$ cat config.mk
export PLATFORM = sky130hd
export DESIGN_NAME = minmax_avg
export DESIGN_NICKNAME = d
export VERILOG_FILES = /design/src/rtl/mma_pkg.sv /design/src/rtl/mma_window_ctr.sv /design/src/rtl/mma_span_track.sv /design/src/rtl/mma_out_reg.sv /design/src/rtl/minmax_avg.sv
export SDC_FILE = /design/constraint.sdc
export NUM_CORES = 1
export LEC_CHECK = 0
export ABC_AREA = 1
export BUFFER_PORTS_ARGS = -buffer_cell sky130_fd_sc_hd__buf_2
export CORE_ASPECT_RATIO = 1.1
export CORE_MARGIN = 1.5
export CORE_UTILIZATION = 46
export DETAILED_ROUTE_END_ITERATION = 16
export PLACE_DENSITY_LB_ADDON = 0.3
export SLEW_MARGIN = 10
export SYNTH_ARGS = -nofsm -noshare
export SYNTH_HDL_FRONTEND = slang
export SYNTH_SLANG_ARGS = --single-unit
$ cat constraint.sdc
create_clock -name clk -period 9.1 [get_ports clk]
set_input_delay 0.455 -clock clk [delete_from_list [all_inputs] [get_ports clk]]
set_output_delay 0.455 -clock clk [all_outputs]
set_load 0.005 [all_outputs]
$ cat src/rtl/mma_pkg.sv
package mma_pkg;

    localparam int unsigned CODE_W = 17;
    localparam int unsigned SUM_W  = CODE_W + 1;

    typedef logic [CODE_W-1:0] code_t;

    // running extremes of the current window
    typedef struct packed {
        logic  seen;
        code_t hi;
        code_t lo;
    } span_t;

    localparam span_t SPAN_EMPTY = '{seen: 1'b0, hi: '0, lo: '0};

    function automatic span_t span_merge(span_t s, code_t c);
        span_t r;
        if (!s.seen) begin
            r.seen = 1'b1;
            r.hi   = c;
            r.lo   = c;
        end else begin
            r.seen = 1'b1;
            r.hi   = (c > s.hi) ? c : s.hi;
            r.lo   = (c < s.lo) ? c : s.lo;
        end
        return r;
    endfunction

    function automatic code_t span_mid(span_t s);
        logic [SUM_W-1:0] total;
        total = {1'b0, s.hi} + {1'b0, s.lo};
        return total[SUM_W-1:1];
    endfunction

endpackage

$ cat src/rtl/mma_window_ctr.sv
module mma_window_ctr #(
    parameter int unsigned WIN_LEN = 256,
    parameter int unsigned CNT_W   = $clog2(WIN_LEN)
) (
    input  logic             clk,
    input  logic             rst,
    input  logic             enable,
    output logic [CNT_W-1:0] cnt,
    output logic             win_first,
    output logic             win_last
);

    localparam logic [CNT_W-1:0] LAST_IDX = CNT_W'(WIN_LEN - 1);

    assign win_first = enable && (cnt == '0);
    assign win_last  = enable && (cnt == LAST_IDX);

    always_ff @(posedge clk) begin
        if (rst) begin
            cnt <= '0;
        end else if (!enable || win_last) begin
            cnt <= '0;
        end else begin
            cnt <= cnt + 1'b1;
        end
    end

endmodule

$ cat src/rtl/mma_span_track.sv
module mma_span_track
    import mma_pkg::*;
(
    input  logic  clk,
    input  logic  rst,
    input  logic  enable,
    input  logic  win_first,
    input  code_t code_in,
    input  logic  code_vld,
    output span_t cur,
    output span_t nxt
);

    span_t base;

    always_comb begin
        base = win_first ? SPAN_EMPTY : cur;
        nxt  = code_vld ? span_merge(base, code_in) : base;
    end

    always_ff @(posedge clk) begin
        if (rst || !enable) begin
            cur <= SPAN_EMPTY;
        end else begin
            cur <= nxt;
        end
    end

endmodule

$ cat src/rtl/mma_out_reg.sv
module mma_out_reg
    import mma_pkg::*;
(
    input  logic  clk,
    input  logic  rst,
    input  logic  win_last,
    input  span_t nxt,
    output code_t avg_code,
    output logic  avg_vld
);

    always_ff @(posedge clk) begin
        if (rst) begin
            avg_code <= '0;
            avg_vld  <= 1'b0;
        end else if (win_last && nxt.seen) begin
            avg_code <= span_mid(nxt);
            avg_vld  <= 1'b1;
        end
    end

endmodule

$ cat src/rtl/minmax_avg.sv
module minmax_avg
    import mma_pkg::*;
#(
    parameter int unsigned WIN_LEN = 256
) (
    input  logic              clk,
    input  logic              rst,
    input  logic              enable,
    input  logic [CODE_W-1:0] code_in,
    input  logic              code_vld,
    output logic [CODE_W-1:0] avg_code,
    output logic              avg_vld
);

    localparam int unsigned CNT_W = $clog2(WIN_LEN);

    logic [CNT_W-1:0] cnt;
    logic             win_first;
    logic             win_last;
    span_t            cur;
    span_t            nxt;

    mma_window_ctr #(.WIN_LEN(WIN_LEN), .CNT_W(CNT_W)) u_ctr (
        .clk      (clk),
        .rst      (rst),
        .enable   (enable),
        .cnt      (cnt),
        .win_first(win_first),
        .win_last (win_last)
    );

    mma_span_track u_trk (
        .clk      (clk),
        .rst      (rst),
        .enable   (enable),
        .win_first(win_first),
        .code_in  (code_in),
        .code_vld (code_vld),
        .cur      (cur),
        .nxt      (nxt)
    );

    mma_out_reg u_out (
        .clk     (clk),
        .rst     (rst),
        .win_last(win_last),
        .nxt     (nxt),
        .avg_code(avg_code),
        .avg_vld (avg_vld)
    );

endmodule

Word level (Yosys, flattened, before mapping)
Cells that the tools add are included.
{"block": "word_totals", "reg_bits": 61, "latchBits": 0, "ram_bits": 0, "mem_bits_ro": 0, "input_bits": 21, "out_inout_bits": 18, "wordCells": 24, "memories": 0}
{"block": "op_classes", "addsub": 2, "n_mul": 0, "n_div": 0, "n_lt_le_gt_ge": 2, "n_eq_ne": 1, "n_shift": 0, "n_mux": 5, "n_bitwise": 0, "n_reduce_logical": 8}
{"cell": "2-to-1 mux 35 bit", "n": 2}
{"cell": "2-to-1 mux 17 bit", "n": 2}
{"cell": "2-to-1 mux 34 bit", "n": 1}
{"cell": "adder 17 x 17 -> 18 bit", "n": 1}
{"cell": "> comparator 17 bit", "n": 1}
{"cell": "less-than comparator 17 bit", "n": 1}
{"cell": "adder 8 x 1 -> 8 bit, second input constant", "n": 1}
{"cell": "equality test 8 bit, second input constant", "n": 1}
{"cell": "zero test 8 bit", "n": 1}
{"cell": "logical AND 1 bit", "n": 3}
{"cell": "logical OR 1 bit", "n": 2}
{"cell": "OR reduction 2 bit", "n": 1}
{"cell": "zero test 1 bit", "n": 1}

Logic depth before layout (Yosys ltp)
{"block": "depth", "depth_word": 8, "depth_mapped": 42, "ltp_nobuf": 40}

Modules after synthesis
A second synthesis with hierarchy kept.
{"block": "unflattened", "cells_unflattened": 748, "area_unflattened_um2": 4745.8}
{"module": "mma_span_track", "n_inst": 1, "cells_per_inst": 384, "area_each_um2": 2582.5, "seq_area_each_um2": 700.7}
{"module": "mma_out_reg", "n_inst": 1, "cells_per_inst": 303, "area_each_um2": 1751.7, "seq_area_each_um2": 360.3}
{"module": "mma_window_ctr", "n_inst": 1, "cells_per_inst": 61, "area_each_um2": 411.6, "seq_area_each_um2": 160.2}

Worst setup path after synthesis
Ideal clock, no wire load.
{"block": "synth_path", "path_type": "register to register", "from": "reg u_ctr.cnt[0]", "to": "reg u_out.avg_code[13]", "setup_time_ns": 0.116, "arrival_ns": 4.405, "t_required_ns": 8.984, "slack_ns": 4.578, "stages_incl_launch_ff": 41, "n_path_buf": 3, "synth_period_minus_slack_ns": 4.522, "path_cell_list": "dfxtp_1 > inv_1 > ha_1 > nand2_1 > nor2_2 > nand2_4 > clkbuf_1 > clkbuf_1 > nand2_1 > ha_1 > nand2_1 > nor2_1 > nand2_1 > nor2_1 > nand2_1 > nand3_1 > nand2_1 > nand2_2 > [... 5 more ...] > nand3_1 > nand2_1 > nand2_1 > nand2_1 > nand2_1 > nand2_1 > nand2_1 > nand2_1 > nand2_1 > nand2_1 > nand2_1 > nand2_1 > nand3_1 > nand2_1 > nand2_1 > nand3_1 > o211ai_1 > inv_1"}
{"element": "start, declared", "line": "mma_window_ctr.sv:8", "rtl": "output logic [CNT_W-1:0] cnt,"}
{"element": "start signal, assigned", "line": "mma_window_ctr.sv:24", "rtl": "cnt <= cnt + 1'b1;"}
{"element": "end signal, assigned", "line": "mma_out_reg.sv:17", "rtl": "avg_code <= span_mid(nxt);"}
{"element": "end, declared", "line": "mma_out_reg.sv:8", "rtl": "output code_t avg_code,"}

==> flow_summary_export.csv <==
group,metric,value,unit
sta,holdWs,0.403,ns
sta,fin_crit_sh,57.3,%
sta,tightest_slew,0.825,ns
clocking,htreeDepth,3,
clocking,cts.sinks,61,
clocking,post-cts-setup-buffer-count,0,
worst_setup_path,crit_path_end_kind,"flop",
grt,overflow,0,
sta,setup_tns,0,ns
sta,drv_slew,0,
worst_setup_path,cp.required,9.34,ns
logic_synthesis,muxShareOfSynthArea,0,%
logic_synthesis,synth_cell_types,34,
die,die_height,105,um
logic_synthesis,synth.area.top_cells,"dfxtp_1, ha_1, nand2_1",
die,row_count,36,
logic_synthesis,synth_top_cell_by_area,"dfxtp_1",
worst_setup_path,cp.arrival,5.45,ns
status,status,"complete, no violations",
sta,hold_violations,0,
layout,final.fill_count,921,
placement,port_buffers,38,
route,drtPass1Iterations,5,
placement,gp_congestion,0.908,
sta,finalCriticalPeriod,5.21,ns
logic_synthesis,syn_area,4320,um^2
sta,max_freq,192,MHz
power_and_ir_drop,p_leak,2.55,nW
die,die_area,9980,um^2
logic_synthesis,synth-compound-area-share,14.7,%
grt,grt_max_degree,42,
grt,grt_pass1_vias,3734,
power_and_ir_drop,ir_worst_vdd,0.0930,mV
sta,fin_worst_skew,0.00833,ns
route,post_drt_wl_per_cell,12.2,um
placement,hpwlAfterDp,7440,um
die,initial_core_util,48.0,%
logic_synthesis,synth_top_family_by_area,"simple AND/OR/NAND/NOR gates",
logic_synthesis,synth_edf_count,0,
worst_setup_path,max_stage_delay,0.68,ns
logic_synthesis,yosysMostFrequentCell,"nand2_1",
route,wl,9700,um
sta,maxSlewHeadroom,45.0,%
worst_setup_path,worstSetupStartpointType,"flop",
clocking,tritoncts,"yes",
route,ant_nets,0,
die,core_area,9010,um^2
logic_synthesis,netlist_instances,643,
clocking,insertion_delay,0.35,ns
die,ios,39,
clocking,cts_root_buffer,"clkbuf_8",
worst_setup_path,crit_top_cell,"nand2_1",
job,cap_viol_max_count,0,
die,die_w,95.4,um
layout,antennaDiodeCount,0,
power_and_ir_drop,power-per-cell-area,151,nW/um^2
route,vias,3950,
logic_synthesis,synth_fa_ha_area_share,15.2,%
layout,drive_gt1_share,13.5,%
logic_synthesis,synthFlopType,"dfxtp_1",
logic_synthesis,synth_warnings,0,
clocking,cts_buffers,9,
route,drc,0,
grt,grt_pass1_wl,17000,um
power_and_ir_drop,finalPower,0.732,mW
route,via_per_inst,4.97,
clocking,clk_path_buf_depth,2,
logic_synthesis,avgSynthCellArea,6.72,um^2
clocking,cts-resized-gates,0,
grt,antenna_found_initial,0,
worst_setup_path,crit_fanout,41,
sta,rsz0062_at_grt,"no",
worst_setup_path,cp_slowest_cell,"inv_1",
clocking,clk_pin_slew_worst_paths,0.07,ns
logic_synthesis,yosysSeqAreaShare,28.3,%
logic_synthesis,synth_commonest_cells,"nand2_1, inv_1, nor2_1",
route,drtIter0Drc,217,
sta,final-setup-viol-count,0,
logic_synthesis,synth-xor-area-share,2.03,%
logic_synthesis,synth_fp_nets,716,
logic_synthesis,ys_ff_latch,61,
layout,nets,748,
worst_setup_path,path_class,"reg2reg",
grt,grt.total_usage,21.5,%
logic_synthesis,synth_top_area_share,28.3,%
clocking,cts_hold_buf,0,
layout,syn_to_final_growth,12.0,%
worst_hold_path,hold_class,"in2reg",
logic_synthesis,async_reset_ff_share,0,%
logic_synthesis,synthSimpleGateAreaFrac,29.0,%
[stage by stage]
step           instance area, um^2  utilization (%)  instances  setup WS (ns)
4_1_cts                       4840             53.7        794           3.90
6_report                      4840             53.7        794           3.89
3_3_place_gp                  4600             51.0        778           4.12
3_5_place_dp                  4600             51.0        778           3.92
5_1_grt                       4840             53.7        794           3.21
2_1_floorplan                 4320                -        643           4.58
[power breakdown]
part           internal (mW)  total (mW)  switching [mW]
registers              0.274       0.276         0.00225
logic                 0.0573       0.165           0.107
clock network          0.184       0.291           0.108
[state kept, by name, indices dropped and copies added (netlist names)]
| register | flops |
|---|---|
| u_trk.cur | 35 |
| u_ctr.cnt | 8 |
| u_out.avg_code | 17 |
| u_out.avg_vld | 1 |
[cell type report]
cell class,count,area (um^2),area share [%]
clock buffer,13,179,3.70
timing repair buffer,39,198,4.08
inverter,106,398,8.22
sequential,61,1220,25.2
tap,114,143,2.95
multi-input combinational,458,2640,54.5
clock inverter,3,65.1,1.34
[path summary, 6_finish.rpt]
path,cells after the start,endpoint,startpoint,slack [ns]
max,35,u_out.avg_code[13]$_SDFFE_PP0P_,u_ctr.cnt[0]$_SDFF_PP0_,3.89
min,3,u_trk.cur[29]$_SDFF_PP0_,code_in[12],0.40
max reg2reg,35,u_out.avg_code[13]$_SDFFE_PP0P_,u_ctr.cnt[0]$_SDFF_PP0_,3.89
min reg2reg,1,u_ctr.cnt[0]$_SDFF_PP0_,u_ctr.cnt[0]$_SDFF_PP0_,0.45
[layer usage]
layer  routed length [um]  track usage (%)
met1                 4900             30.5
met2                 4280             32.4
met3                  397             4.73
met4                  125             5.88
met5                    0                0
[cells by family (layout without fill, tap and decap cells)]
family                   after synthesis  in the layout
buffers and inverters                124            161
AO/OA/AOI/OAI                        112            112
XOR/XNOR                              10             10
AND/OR/NAND/NOR                      284            284
adder cells (fa/ha/maj)               52             52
flip-flops                            61             61
[cells in the final DEF (no fill, tap or decap), drive strengths merged, types with 2 or more instances in the layout]
| master | netlist | layout |
|---|---|---|
| clkbuf | 16 | 13 |
| xor2 | 5 | 5 |
| nor4 | 3 | 3 |
| o21ai | 33 | 33 |
| nand4 | 3 | 3 |
| bufinv | 0 | 2 |
| nor3b | 3 | 3 |
| a21oi | 52 | 52 |
| buf | 2 | 39 |
| dfxtp | 61 | 61 |
| ha | 51 | 51 |
| nor3 | 4 | 4 |
| a21o | 3 | 3 |
| nor2 | 72 | 72 |
| nand2 | 170 | 170 |
| a211oi | 17 | 17 |
| inv | 106 | 106 |
| xnor2 | 5 | 5 |
| nand3 | 29 | 29 |
| o21a | 3 | 3 |
[critical path, delay by kind of cell, from the launching register on]
kind	cells	cell delay, ns
AOI/OAI and AO/OA	2	0.33
adders and majority gates	3	1.01
DFF	1	0.35
and+or+nand+nor	27	2.59
buffers and inverters	3	0.80
(Power assumes the default switching activity.)
